$ cat config.mk
export PLATFORM = sky130hd
export DESIGN_NAME = accAluCore
export DESIGN_NICKNAME = d
export VERILOG_FILES = /design/src/rtl/accAluPkg.sv /design/src/rtl/accOpDecode.sv /design/src/rtl/accDatapath.sv /design/src/rtl/accAluCore.sv
export SDC_FILE = /design/constraint.sdc
export NUM_CORES = 1
export LEC_CHECK = 0
export ABC_CLOCK_PERIOD_IN_PS = 5100
export BUFFER_PORTS_ARGS = -buffer_cell sky130_fd_sc_hd__buf_4
export CAP_MARGIN = 20
export CELL_PAD_IN_SITES_DETAIL_PLACEMENT = 0
export CELL_PAD_IN_SITES_GLOBAL_PLACEMENT = 2
export CORE_MARGIN = 5
export CORE_UTILIZATION = 39
export DETAILED_ROUTE_END_ITERATION = 10
export GPL_TIMING_DRIVEN = 1
export PLACE_DENSITY_LB_ADDON = 0.1
export SETUP_SLACK_MARGIN = 0.2
export SYNTH_ARGS = -nofsm -noshare
export SYNTH_HDL_FRONTEND = slang
export SYNTH_SLANG_ARGS = --single-unit
export TNS_END_PERCENT = 50
$ cat constraint.sdc
create_clock -name vclk -period 5.1
set_clock_uncertainty 0.15 [all_clocks]
set_input_delay 0.255 -clock vclk [all_inputs]
set_output_delay 0.255 -clock vclk [all_outputs]
set_load 0.02 [all_outputs]
$ cat src/rtl/accAluPkg.sv
package accAluPkg;
  localparam int DATA_W = 8;
  localparam int IDX_W  = $clog2(DATA_W);
  localparam int SUB_W  = 3;

  typedef enum logic [3:0] {
    SRC_HOLD,
    SRC_UNARY,
    SRC_REGALU,
    SRC_REG,
    SRC_CMP,
    SRC_IMMLOG,
    SRC_IMMADD,
    SRC_BITOP,
    SRC_IMM
  } srcSel_t;

  typedef struct packed {
    srcSel_t            src;
    logic [SUB_W-1:0]   sub;
    logic               accWrite;
    logic               regWrite;
  } ctrlStrobes_t;
endpackage

$ cat src/rtl/accOpDecode.sv
module accOpDecode
  import accAluPkg::*;
(
  input  logic [7:0]   opByte,
  input  logic [7:0]   immByte,
  output ctrlStrobes_t ctrl
);
  always_comb begin
    ctrl = '{src: SRC_HOLD, sub: '0, accWrite: 1'b0, regWrite: 1'b0};
    casez (opByte)
      8'b0000_1???: begin
        ctrl.src = SRC_UNARY; ctrl.sub = opByte[2:0]; ctrl.accWrite = 1'b1;
      end
      8'b0010_0???: begin
        ctrl.src = SRC_REG; ctrl.accWrite = 1'b1;
      end
      8'b0010_1???: begin
        ctrl.regWrite = 1'b1;
      end
      8'b0011_0???: begin
        ctrl.src = SRC_REG; ctrl.accWrite = 1'b1; ctrl.regWrite = 1'b1;
      end
      8'b0011_1???: begin
        ctrl.src = SRC_CMP; ctrl.accWrite = 1'b1;
      end
      8'b01??_????: begin
        ctrl.src = SRC_REGALU; ctrl.sub = opByte[5:3]; ctrl.accWrite = 1'b1;
      end
      8'b1111_00??: begin
        ctrl.accWrite = 1'b1;
        if (opByte[1:0] != 2'b11) begin
          ctrl.src = SRC_IMMLOG; ctrl.sub = {1'b0, opByte[1:0]};
        end else if (!immByte[7]) begin
          ctrl.src = SRC_IMMADD; ctrl.sub = 3'd0;
        end else if (immByte[6]) begin
          ctrl.src = SRC_IMMADD; ctrl.sub = 3'd1;
        end else begin
          ctrl.src = SRC_BITOP; ctrl.sub = immByte[5:3];
        end
      end
      8'b1111_1110: begin
        ctrl.src = SRC_IMM; ctrl.accWrite = 1'b1;
      end
      default: ;
    endcase
  end
endmodule

$ cat src/rtl/accDatapath.sv
module accDatapath
  import accAluPkg::*;
(
  input  ctrlStrobes_t        ctrl,
  input  logic [7:0]          immByte,
  input  logic [DATA_W-1:0]   accIn,
  input  logic [DATA_W-1:0]   regIn,
  output logic [DATA_W-1:0]   accOut,
  output logic [DATA_W-1:0]   regOut
);
  localparam logic [DATA_W-1:0] ONE = DATA_W'(1);
  localparam int SHORT_W = DATA_W - 1;

  logic [IDX_W-1:0]  regShift;
  logic [IDX_W-1:0]  immIdx;
  logic [DATA_W-1:0] bitMask;
  logic [DATA_W-1:0] unaryRes;
  logic [DATA_W-1:0] regAluRes;
  logic [DATA_W-1:0] immLogRes;
  logic [DATA_W-1:0] immAddRes;
  logic [DATA_W-1:0] bitOpRes;
  logic [DATA_W-1:0] addend;
  logic [DATA_W-1:0] rotRes;

  assign regShift = regIn[IDX_W-1:0];
  assign immIdx   = immByte[IDX_W-1:0];
  assign bitMask  = ONE << immIdx;

  // rotate built one output bit at a time
  for (genvar b = 0; b < DATA_W; b++) begin : g_rot
    assign rotRes[b] = accIn[(b - int'(immIdx) + DATA_W) % DATA_W];
  end

  always_comb begin
    case (ctrl.sub)
      3'd0: unaryRes = '0;
      3'd1: unaryRes = accIn << 1;
      3'd2: unaryRes = accIn >> 1;
      3'd3: unaryRes = {accIn[DATA_W-1], accIn[DATA_W-1:1]};
      3'd4: unaryRes = accIn + ONE;
      3'd5: unaryRes = accIn - ONE;
      3'd6: unaryRes = ~accIn;
      default: unaryRes = ~accIn + ONE;
    endcase
  end

  always_comb begin
    case (ctrl.sub)
      3'd0: regAluRes = accIn + regIn;
      3'd1: regAluRes = accIn - regIn;
      3'd2: regAluRes = accIn & regIn;
      3'd3: regAluRes = accIn | regIn;
      3'd4: regAluRes = accIn ^ regIn;
      3'd5: regAluRes = accIn << regShift;
      3'd6: regAluRes = accIn >> regShift;
      default: regAluRes = DATA_W'($signed(accIn) >>> regShift);
    endcase
  end

  always_comb begin
    case (ctrl.sub[1:0])
      2'd0:    immLogRes = accIn & immByte;
      2'd1:    immLogRes = accIn | immByte;
      default: immLogRes = accIn ^ immByte;
    endcase
  end

  assign addend    = ctrl.sub[0] ? immByte : {1'b0, immByte[SHORT_W-1:0]};
  assign immAddRes = accIn + addend;

  always_comb begin
    case (ctrl.sub)
      3'd0: bitOpRes = rotRes;
      3'd1: bitOpRes = accIn << immIdx;
      3'd2: bitOpRes = accIn >> immIdx;
      3'd3: bitOpRes = DATA_W'($signed(accIn) >>> immIdx);
      3'd4: bitOpRes = accIn & ~bitMask;
      3'd5: bitOpRes = accIn | bitMask;
      3'd6: bitOpRes = accIn ^ bitMask;
      default: bitOpRes = {{SHORT_W{1'b0}}, accIn[immIdx]};
    endcase
  end

  always_comb begin
    case (ctrl.src)
      SRC_UNARY:  accOut = unaryRes;
      SRC_REGALU: accOut = regAluRes;
      SRC_REG:    accOut = regIn;
      SRC_CMP:    accOut = {{SHORT_W{1'b0}}, accIn < regIn};
      SRC_IMMLOG: accOut = immLogRes;
      SRC_IMMADD: accOut = immAddRes;
      SRC_BITOP:  accOut = bitOpRes;
      SRC_IMM:    accOut = immByte;
      default:    accOut = accIn;
    endcase
  end

  assign regOut = ctrl.regWrite ? accIn : regIn;

  always_comb begin
    if (ctrl.src == SRC_CMP)
      assert_cmp_is_bool_R3: assert (accOut[DATA_W-1:1] == '0);
    if (ctrl.src == SRC_BITOP && ctrl.sub == 3'd6)
      assert_toggle_one_bit_R8: assert ($countones(accOut ^ accIn) == 1);
    if (ctrl.src == SRC_BITOP && ctrl.sub == 3'd7)
      assert_extract_low_only_R8: assert (accOut[DATA_W-1:1] == '0);
    if (ctrl.src == SRC_UNARY && ctrl.sub == 3'd6)
      assert_complement_all_bits_R1: assert ((accOut & accIn) == '0);
  end
endmodule

$ cat src/rtl/accAluCore.sv
module accAluCore
  import accAluPkg::*;
(
  input  logic [7:0] opByte,
  input  logic [7:0] immByte,
  input  logic [7:0] accIn,
  input  logic [7:0] regIn,
  output logic [7:0] accOut,
  output logic       accWrite,
  output logic [7:0] regOut,
  output logic       regWrite
);
  ctrlStrobes_t ctrl;

  accOpDecode i_decode (
    .opByte  (opByte),
    .immByte (immByte),
    .ctrl    (ctrl)
  );

  accDatapath i_datapath (
    .ctrl    (ctrl),
    .immByte (immByte),
    .accIn   (accIn),
    .regIn   (regIn),
    .accOut  (accOut),
    .regOut  (regOut)
  );

  assign accWrite = ctrl.accWrite;
  assign regWrite = ctrl.regWrite;

  always_comb begin
    if (!accWrite)
      assert_acc_held_R10: assert (accOut == accIn);
    if (!regWrite)
      assert_reg_held_R10: assert (regOut == regIn);
    if (regWrite)
      assert_reg_write_only_moves_R4: assert (opByte[7:4] == 4'b0010 || opByte[7:3] == 5'b00110);
  end
endmodule

* Word-level counts from Yosys, hierarchy flattened
Cells that the tools add are included.
** Word-level totals
- Word-level logic and storage cells :: 135
- Register bits :: 0
- Input port bits :: 32
- Output and inout port bits :: 18
** Operators by class
- Reduce and logical (&&, ||, !) cells :: 13
- Eq/ne operators :: 24
- Shifts and indexed selects :: 7
- Multiplexer cells :: 40
- Order comparisons :: 10
- Bitwise operators :: 19
- Add/sub/neg operators :: 22
** Operators with widths (count)
- 32-bit by 5-bit adder with 32-bit output (second input constant) :: 8
- 8-bit one-hot mux with 7 select lines :: 3
- 8-bit one-hot mux with 8 select lines :: 1
- 4-bit by 5-bit < comparator with 1-bit output (second input constant) :: 8
- 1-bit binary-select mux with 3-bit select :: 9
- 8-bit AND :: 3
- 8-bit bitwise OR :: 3
- 4-bit one-hot mux with 6 select lines :: 1
- 3-bit OR reduction :: 8
- 8-bit XOR :: 3
- 5-bit by 3-bit == test with 1-bit output (second input constant) :: 4
- 1-bit 2-to-1 mux :: 19
- 8-bit by 1-bit adder with 8-bit output (second input constant) :: 2
- 8-bit adder :: 2
- 4-bit by 3-bit == test with 1-bit output (second input constant) :: 4
- 8-bit 2-to-1 mux :: 2
- 8-bit NOT :: 2
- 8-bit one-hot mux with 2 select lines :: 1
- 8-bit by 3-bit << shifter with 8-bit output :: 2
- 8-bit by 3-bit right shift with 8-bit output :: 2
- 8-bit by 3-bit >>> shifter with 8-bit output :: 2
- 3-bit by 3-bit subtractor with 4-bit output (first input constant) :: 4
- 3-bit == test (second input constant) :: 3
- 3-bit one-hot mux with 3 select lines :: 1
- 24 further kinds :: 38

* Logic depth before layout (Yosys ltp)
Gate-level depths: netlist (run 1).
- Depth after elaboration :: 9
- Gate-level depth with buffers :: 18
- Mapped depth without buffers :: 14

* By module
From an unflattened synthesis (run 1), not the netlist that was laid out.
** Unflattened totals
- Cell total of the unflattened synthesis :: 738
- Area total of the unflattened synthesis :: 5156.2 µm²
** By module, submodules not included
- accDatapath :: cells each 694, area an instance 4872.2 µm², seq. area each 0.0 µm², instances 1
- accOpDecode :: cells each 44, area an instance 284.0 µm², seq. area each 0.0 µm², instances 1

* Worst setup path before layout (run 1)
OpenSTA, ideal clock, no wires.
- Kind :: input to output
- From :: input opByte[6]
- To :: output accOut[7]
- Data required time :: 4695 ps
- Data arrival time :: 3697 ps
- Stages on the path :: 17
- Buffers on the path :: 4
- Path slack :: 998 ps
- Cells stage by stage :: buf_2 -> nor2b_2 -> buf_2 -> a32o_1 -> nor2_2 -> buf_4 -> buf_4 -> nor3_2 -> ha_1 -> a21oi_1 -> o2111ai_1 -> a21o_1 -> a21oi_1 -> xnor2_1 -> nor4b_2 -> nor3_1 -> a221oi_1
** On the way
- Longest elaborated chain between the ends :: 5
- Elaborated cells between the ends (all ways) :: 34
- Those cells by class :: add/sub (1); eq/ne (22); mux (8); reduce/logical (3)
** Ends and longest elaborated chain
- start: declaration :: RTL line accAluCore.sv:4 : input logic [7:0] opByte,
- 6-bit == test, or another cell as far along :: RTL line accOpDecode.sv:10 : casez (opByte)
- 3-bit one-hot mux with 3 select lines or 2-bit OR reduction (tied branches)
- 8-bit 2-to-1 mux, or another cell as far along :: RTL line accDatapath.sv:68 : assign addend = ctrl.sub[0] ? immByte : {1'b0, immByte[SHORT_W-1:0]};
- 8-bit adder, or another cell as far along :: RTL line accDatapath.sv:69 : assign immAddRes = accIn + addend;
- 8-bit one-hot mux with 8 select lines * :: RTL line accDatapath.sv:85 : case (ctrl.src)
- end: declaration :: RTL line accAluCore.sv:8 : output logic [7:0] accOut,
Every way passes the cells marked *; elsewhere a longest branch is shown, timed or not.

* Worst setup path in the final report (run 1)
Same ends and word-level chain as after synthesis.

==> metrics.txt, run 1 <==
# TYPE chip_impl_metric gauge
chip_impl_info{name="run_status",value="complete, no violations"} 1
chip_impl_info{name="setup.worst_path.end_class",value="primary output"} 1
chip_impl_metric{name="grt_antenna_before_repair",unit=""} 1
chip_impl_info{name="min_to",value="regOut[7]"} 1
chip_impl_metric{name="drv.max_cap_violation_count",unit=""} 0
chip_impl_metric{name="fp.dieH",unit="um"} 127
chip_impl_metric{name="dieWidth",unit="um"} 127
chip_impl_metric{name="seq_cells",unit=""} 0
chip_impl_metric{name="cts_repair_resize_count",unit=""} 0
chip_impl_metric{name="post-route-drc-count",unit=""} 0
chip_impl_metric{name="slew_headroom",unit="%"} 32.7
chip_impl_metric{name="slowest_delay",unit="ps"} 540
chip_impl_metric{name="placeableCoreArea",unit="mm^2"} 0.0133
chip_impl_metric{name="post-route-period-util",unit="%"} 89.0
chip_impl_info{name="netlist_top_cells_count",value="sky130_fd_sc_hd__nand2_1, sky130_fd_sc_hd__ha_1, sky130_fd_sc_hd__o21ai_0"} 1
chip_impl_metric{name="area.growth.synth_to_final",unit="%"} 8.15
chip_impl_metric{name="yosysUniqueCellTypes",unit=""} 82
chip_impl_metric{name="wirelength",unit="mm"} 24.0
chip_impl_metric{name="yosysSeqAreaShare",unit="%"} 0
chip_impl_metric{name="syn_area",unit="mm^2"} 0.00534
chip_impl_metric{name="final_period_minus_worst_setup_slack",unit="ps"} 4540
chip_impl_info{name="netlist_top_cells_area",value="sky130_fd_sc_hd__ha_1, sky130_fd_sc_hd__nand2_1, sky130_fd_sc_hd__o21ai_0"} 1
chip_impl_info{name="startpoint_type",value="input port"} 1
chip_impl_metric{name="synth_fp_nets",unit=""} 881
chip_impl_metric{name="dr_total_vias",unit=""} 6348
chip_impl_metric{name="final_antenna_net_count",unit=""} 0
chip_impl_metric{name="routabilityCongestion",unit=""} 0.993
chip_impl_metric{name="globalRoute.totalOverflow",unit=""} 0
chip_impl_metric{name="floorplan.io_pins",unit=""} 50
chip_impl_metric{name="worst-slew-pin-transition",unit="ps"} 1010
chip_impl_info{name="worst-setup-path-type",value="in -> out"} 1
chip_impl_info{name="synth_top_area_cell",value="sky130_fd_sc_hd__ha_1"} 1
chip_impl_metric{name="timing.final.max_slew_violations",unit=""} 0
chip_impl_metric{name="synth_top_cell_area_share",unit="%"} 16.9
chip_impl_metric{name="dpl-instance-area",unit="mm^2"} 0.00577
chip_impl_metric{name="timing.final.hold_violations",unit=""} 0
chip_impl_metric{name="ctsHoldBuffers",unit=""} 0
chip_impl_metric{name="worstPathBufferInverterCount",unit=""} 2
chip_impl_metric{name="post-cts-setup-buffer-count",unit=""} 0
chip_impl_metric{name="layout.area.seq",unit="um^2"} 0
chip_impl_info{name="timing.critical_path.cells",value="buf_4, nor2b_2, a22o_1, o21ai_4, nor3_2, ha_1, a21oi_1, o2111ai_1, a21o_1, a21oi_1, xnor2_1, nor4b_2, nor3_1, a221oi_1, buf_4"} 1
chip_impl_metric{name="min_delay_path_depth",unit=""} 4
chip_impl_metric{name="finalSetupTns",unit="ps"} 0
chip_impl_metric{name="floorplan.initialDensity",unit="%"} 40.0
chip_impl_metric{name="drt-pass1-iter-count",unit=""} 5
chip_impl_metric{name="nFillCells",unit=""} 1424
chip_impl_metric{name="dieArea",unit="mm^2"} 0.0161
chip_impl_metric{name="final_cell_area",unit="mm^2"} 0.00578
chip_impl_metric{name="grt_max_degree",unit=""} 49
chip_impl_metric{name="rows",unit=""} 42
chip_impl_metric{name="grt_first_pass_wirelength",unit="mm"} 36.6
chip_impl_metric{name="post-place-cells",unit=""} 958
chip_impl_info{name="cpLargestDelayFamily",value="compound AO/OA/AOI/OAI gates"} 1
chip_impl_metric{name="ir_drop",unit="V"} 0.0000557
chip_impl_metric{name="syn-mean-instance-area",unit="um^2"} 6.91
chip_impl_info{name="synth.most_common_cell",value="sky130_fd_sc_hd__nand2_1"} 1
chip_impl_metric{name="drt-initial-drc-count",unit=""} 670
chip_impl_metric{name="synth_warnings",unit=""} 0
chip_impl_metric{name="fraction_of_layout_cells_with_a_size_suffix_above_1",unit="%"} 13.9
chip_impl_metric{name="synthCells",unit=""} 773
chip_impl_metric{name="grt_pass1_vias",unit=""} 5989
chip_impl_metric{name="crit_arrival",unit="ps"} 4130
chip_impl_metric{name="grt_use_total",unit="%"} 28.4
chip_impl_metric{name="leakagePower",unit="nW"} 2.37
chip_impl_metric{name="post-route-util",unit="%"} 43.3
chip_impl_metric{name="fmax",unit="MHz"} 220
chip_impl_metric{name="final-setup-viol-count",unit=""} 0
chip_impl_metric{name="pwr_density_cell",unit="mW/mm^2"} 98.9
chip_impl_metric{name="port_buffers",unit=""} 50
chip_impl_info{name="setup_repair_after_global_routing_missed_its_margin",value="false"} 1
chip_impl_metric{name="routedWlPerCell",unit="um"} 25.1
chip_impl_metric{name="clock_buffers",unit=""} 0
chip_impl_metric{name="worst-endpoint-required",unit="ps"} 4700
chip_impl_metric{name="crit_fanout",unit=""} 13
chip_impl_metric{name="num_antenna_cells",unit=""} 0
chip_impl_info{name="worst_hold_path_type",value="in -> out"} 1
chip_impl_metric{name="design.final.nets",unit=""} 893
chip_impl_metric{name="viasPerCell",unit=""} 6.62
chip_impl_info{name="min_from",value="regIn[7]"} 1
chip_impl_metric{name="dp_hpwl",unit="mm"} 16.9
chip_impl_info{name="critical_path.slowest_cell",value="sky130_fd_sc_hd__nor3_2"} 1
chip_impl_metric{name="layout.cells.non_filler",unit=""} 959
==> cell families (layout without fill, tap and decap cells) <==
family          after synthesis  in the layout  share of synthesized area [%]
simple gates                262            262                           23.9
xor+xnor                     26             26                           4.26
buf+inv                     104            114                           8.95
mux                          42             42                           11.1
fa+ha+maj                    76             76                           18.4
compound gates              263            263                           33.5
==> cells in the final DEF (no fill, tap or decap), drive strengths merged, types with 3 or more instances in the layout <==
cell / n
xor2: 9
a32oi: 5
and3: 8
nand3b: 3
a211oi: 23
ha: 72
a31oi: 9
a21oi: 53
o22ai: 4
or3: 5
a221oi: 12
o21a: 4
o2111ai: 4
o21ai: 67
and4: 3
o211ai: 17
buf: 69
o2bb2ai: 3
fa: 4
mux4: 13
inv: 38
nand2b: 4
o221ai: 5
a211o: 3
mux2: 6
nor2b: 5
a311oi: 4
nor3: 32
nor2: 63
o31ai: 5
clkinv: 6
nand2: 89
xnor2: 17
a21o: 10
mux2i: 23
a22oi: 6
o31a: 4
nand3: 27
nor4: 7
nand4: 6
==> power breakdown <==
part           internal (mW)  switching, mW
logic                  0.211          0.360
clock network              0              0
registers                  0              0
total                  0.211          0.360
==> routing by layer <==
layer / part of all wire (%) / GRT usage (%) / vias up
met5: 0.050 / 0 / -
met4: 3.7 / 8.96 / 2
met3: 7.3 / 3.34 / 59
met2: 45 / 45.1 / 306
met1: 44 / 40.3 / 3071
li1: - / - / 2910
==> final cells by class <==
class                           count  area, um^2  area share [%]
Inverter                           44         165            2.86
Multi-Input combinational cell    669        4870            84.3
Tap cell                          176         220            3.81
Timing Repair Buffer               70         523            9.05
==> worst min-delay path, delay by kind of cell <==
family	cells	cell delay, ps
simple gates	1	50
buf+inv	2	250
compound gates	1	70
==> metrics by stage <==
step | power, mW | hold slack (ps) | worst slack, ps
floorplan | 0.375 | 612 | 998
global placement | 0.556 | 733 | 772
detailed placement | 0.558 | 737 | 667
CTS | 0.561 | 737 | 661
global route | 0.616 | 770 | 342
finish | 0.572 | 730 | 561
==> worst max path at each step <==
stage,start,end,slack [ps],cells past startpoint
4_1_cts,opByte[6],accOut[7],660,15
3_5_place_dp,opByte[6],accOut[7],670,15
6_report,opByte[6],accOut[7],560,15
5_1_grt,opByte[6],accOut[3],340,14
2_1_floorplan,opByte[6],accOut[7],1000,17
3_3_place_gp,opByte[6],accOut[7],770,15
Note: power is estimated with default switching activity, not from simulation.
==> run 2: changes to the inputs <==
ABC_CLOCK_PERIOD_IN_PS = 5700   (was 5100)
CELL_PAD_IN_SITES_DETAIL_PLACEMENT = 1   (was 0)
CELL_PAD_IN_SITES_GLOBAL_PLACEMENT = 1   (was 2)
CORE_UTILIZATION = 50   (was 39)
clock period = 5.7 ns   (was 5.1 ns; I/O delays follow)
==> run 2 against run 1 <==
  * Cell count decreased by 5.3%
  * Clock-buffer cell count stayed put
  * Routed wire length shrank 0.88%
  * Total power down 11%
  * Via count rose by 2.7%
  * Critical path depth unchanged
  * First-iteration DRC count is 9.0% higher
  * Hold slack improved by 64 ps
  * Final area down 2.3%
  * Flip-flop and latch count is the same
  * Combinational power shrank 11%
  * Critical endpoint is now accOut[6]
  * Largest cell class unchanged
  * Highest routed layer is now met4
==> metrics.txt, run 2 (synthesized netlist as in run 1, its figures left out) <==
# TYPE chip_impl_metric gauge
chip_impl_info{name="startpoint_type",value="input port"} 1
chip_impl_metric{name="pwr_density_cell",unit="mW/mm^2"} 90.1
chip_impl_metric{name="fmax",unit="MHz"} 221
chip_impl_metric{name="power.net_switching",unit="mW"} 0.323
chip_impl_metric{name="final-setup-viol-count",unit=""} 0
chip_impl_info{name="worst-setup-path-type",value="in -> out"} 1
chip_impl_metric{name="p_comb_share",unit="%"} 100.0
chip_impl_metric{name="drv.max_cap_violation_count",unit=""} 0
chip_impl_metric{name="ctsHoldBuffers",unit=""} 0
chip_impl_metric{name="fraction_of_layout_cells_with_a_size_suffix_above_1",unit="%"} 12.7
chip_impl_metric{name="post-route-period-util",unit="%"} 79.3
chip_impl_info{name="worst_hold_path_type",value="in -> out"} 1
chip_impl_metric{name="placeableCoreArea",unit="mm^2"} 0.0104
chip_impl_metric{name="grt_max_degree",unit=""} 49
chip_impl_metric{name="dp_hpwl",unit="mm"} 16.9
chip_impl_metric{name="viasPerCell",unit=""} 7.18
chip_impl_metric{name="final_antenna_net_count",unit=""} 0
chip_impl_metric{name="pwr-share-seq",unit="%"} 0
chip_impl_metric{name="num_antenna_cells",unit=""} 0
chip_impl_metric{name="routabilityCongestion",unit=""} 0.986
chip_impl_metric{name="drt-initial-drc-count",unit=""} 730
chip_impl_metric{name="seq_cells",unit=""} 0
chip_impl_metric{name="floorplan.initialDensity",unit="%"} 51.5
chip_impl_metric{name="wirelength",unit="mm"} 23.8
chip_impl_info{name="mostFrequentLayoutCell",value="sky130_fd_sc_hd__nand2_1"} 1
chip_impl_metric{name="power_report.internal_total",unit="mW"} 0.185
chip_impl_metric{name="routedWlPerCell",unit="um"} 26.2
chip_impl_metric{name="nFillCells",unit=""} 1377
chip_impl_metric{name="grt_pass1_vias",unit=""} 6609
chip_impl_metric{name="multi_input_comb_area",unit="mm^2"} 0.00487
chip_impl_metric{name="grt_antenna_before_repair",unit=""} 0
chip_impl_metric{name="grt_first_pass_wirelength",unit="mm"} 37.4
chip_impl_metric{name="post-route-util",unit="%"} 54.5
chip_impl_metric{name="power_frac_clock",unit="%"} 0
chip_impl_metric{name="slew_headroom",unit="%"} 32.0
chip_impl_metric{name="dieArea",unit="mm^2"} 0.0128
chip_impl_metric{name="rows",unit=""} 37
chip_impl_metric{name="layout.area.seq",unit="um^2"} 0
chip_impl_metric{name="leakagePower",unit="nW"} 2.31
chip_impl_metric{name="grt_use_total",unit="%"} 36.3
chip_impl_info{name="setup_repair_after_global_routing_missed_its_margin",value="false"} 1
chip_impl_metric{name="dieWidth",unit="um"} 113
chip_impl_metric{name="post-route-drc-count",unit=""} 0
chip_impl_metric{name="worst-endpoint-required",unit="ps"} 5270
chip_impl_metric{name="crit_fanout",unit=""} 13
chip_impl_info{name="run_status",value="complete, no violations"} 1
chip_impl_metric{name="area.growth.synth_to_final",unit="%"} 5.72
chip_impl_metric{name="floorplan.io_pins",unit=""} 50
chip_impl_metric{name="post-cts-setup-buffer-count",unit=""} 0
chip_impl_metric{name="design.final.nets",unit=""} 882
chip_impl_metric{name="cts_repair_resize_count",unit=""} 0
chip_impl_metric{name="final_period_minus_worst_setup_slack",unit="ps"} 4520
chip_impl_metric{name="post-place-cells",unit=""} 908
chip_impl_metric{name="globalRoute.totalOverflow",unit=""} 0
chip_impl_metric{name="port_buffers",unit=""} 50
chip_impl_info{name="setup.worst_path.end_class",value="primary output"} 1
chip_impl_metric{name="dr_total_vias",unit=""} 6519
chip_impl_metric{name="layout.cells.non_filler",unit=""} 908
chip_impl_metric{name="drt-pass1-iter-count",unit=""} 5
chip_impl_metric{name="crit_arrival",unit="ps"} 4080
chip_impl_metric{name="finalSetupTns",unit="ps"} 0
chip_impl_metric{name="timing.final.max_slew_violations",unit=""} 0
chip_impl_metric{name="swShare",unit="%"} 63.5
chip_impl_metric{name="ir_drop",unit="V"} 0.0000629
chip_impl_metric{name="clock_buffers",unit=""} 0
chip_impl_metric{name="worst-slew-pin-transition",unit="ps"} 1010
chip_impl_info{name="mostFrequentLayoutCells",value="sky130_fd_sc_hd__nand2_1, sky130_fd_sc_hd__ha_1, sky130_fd_sc_hd__o21ai_0"} 1
chip_impl_metric{name="fp.dieH",unit="um"} 113
chip_impl_metric{name="timing.final.hold_violations",unit=""} 0
run 2: changes by cell type in the layout (fill, tap and decap cells not counted):
| cell | change |
|---|---|
| sky130_fd_sc_hd__buf_4 | -9 |
| sky130_fd_sc_hd__buf_2 | -1 |
| sky130_fd_sc_hd__clkbuf_4 | -1 |
run 2: worst max-delay path: stages:
cell and delay, ps:
sky130_fd_sc_hd__buf_4 130, sky130_fd_sc_hd__nor2b_2 480, sky130_fd_sc_hd__a22o_1 370, sky130_fd_sc_hd__o21ai_4 80
sky130_fd_sc_hd__nor3_2 520, sky130_fd_sc_hd__ha_1 390, sky130_fd_sc_hd__nor2b_1 160, sky130_fd_sc_hd__o21ai_0 250
sky130_fd_sc_hd__a21boi_0 180, sky130_fd_sc_hd__o21a_1 210, sky130_fd_sc_hd__o21a_1 160, sky130_fd_sc_hd__o32ai_1 260
sky130_fd_sc_hd__a21oi_1 100, sky130_fd_sc_hd__o221ai_1 280, sky130_fd_sc_hd__buf_4 200
run 2: final timing paths:
kind       from        end  depth (start not counted)
max   opByte[6]  accOut[6]                         15
min    regIn[5]  regOut[5]                          4
run 2: cell type report:
| class | count | area share (%) |
|---|---|---|
| Multi-Input combinational cell | 669 | 86.2 |
| Timing Repair Buffer | 59 | 7.84 |
| Tap cell | 136 | 3.01 |
| Inverter | 44 | 2.92 |
run 2: routing by layer:
layer,vias to the layer above,part of all wire (%),track usage [%]
met2,388,44,56.4
met1,3120,41,48.8
met5,-,0,0
met4,0,5.8,16.2
li1,2891,-,-
met3,120,9.9,6.63
run 2: power by group through the flow:
stage	combinational (mW)	sequential, mW	clock, mW
3_5_place_dp	0.493	0	0
3_3_place_gp	0.477	0	0
6_report	0.509	0	0
5_1_grt	0.548	0	0
4_1_cts	0.495	0	0
2_1_floorplan	0.335	0	0
run 2: metrics by stage:
step	cell area (um^2)	hold WS [ps]	setup WS, ps	total power [mW]
finish	5650	794	1180	0.509
global route	5650	806	922	0.548
CTS	5650	792	1280	0.495
detailed placement	5650	792	1280	0.493
global placement	5650	792	1380	0.477
floorplan	5340	672	1540	0.335
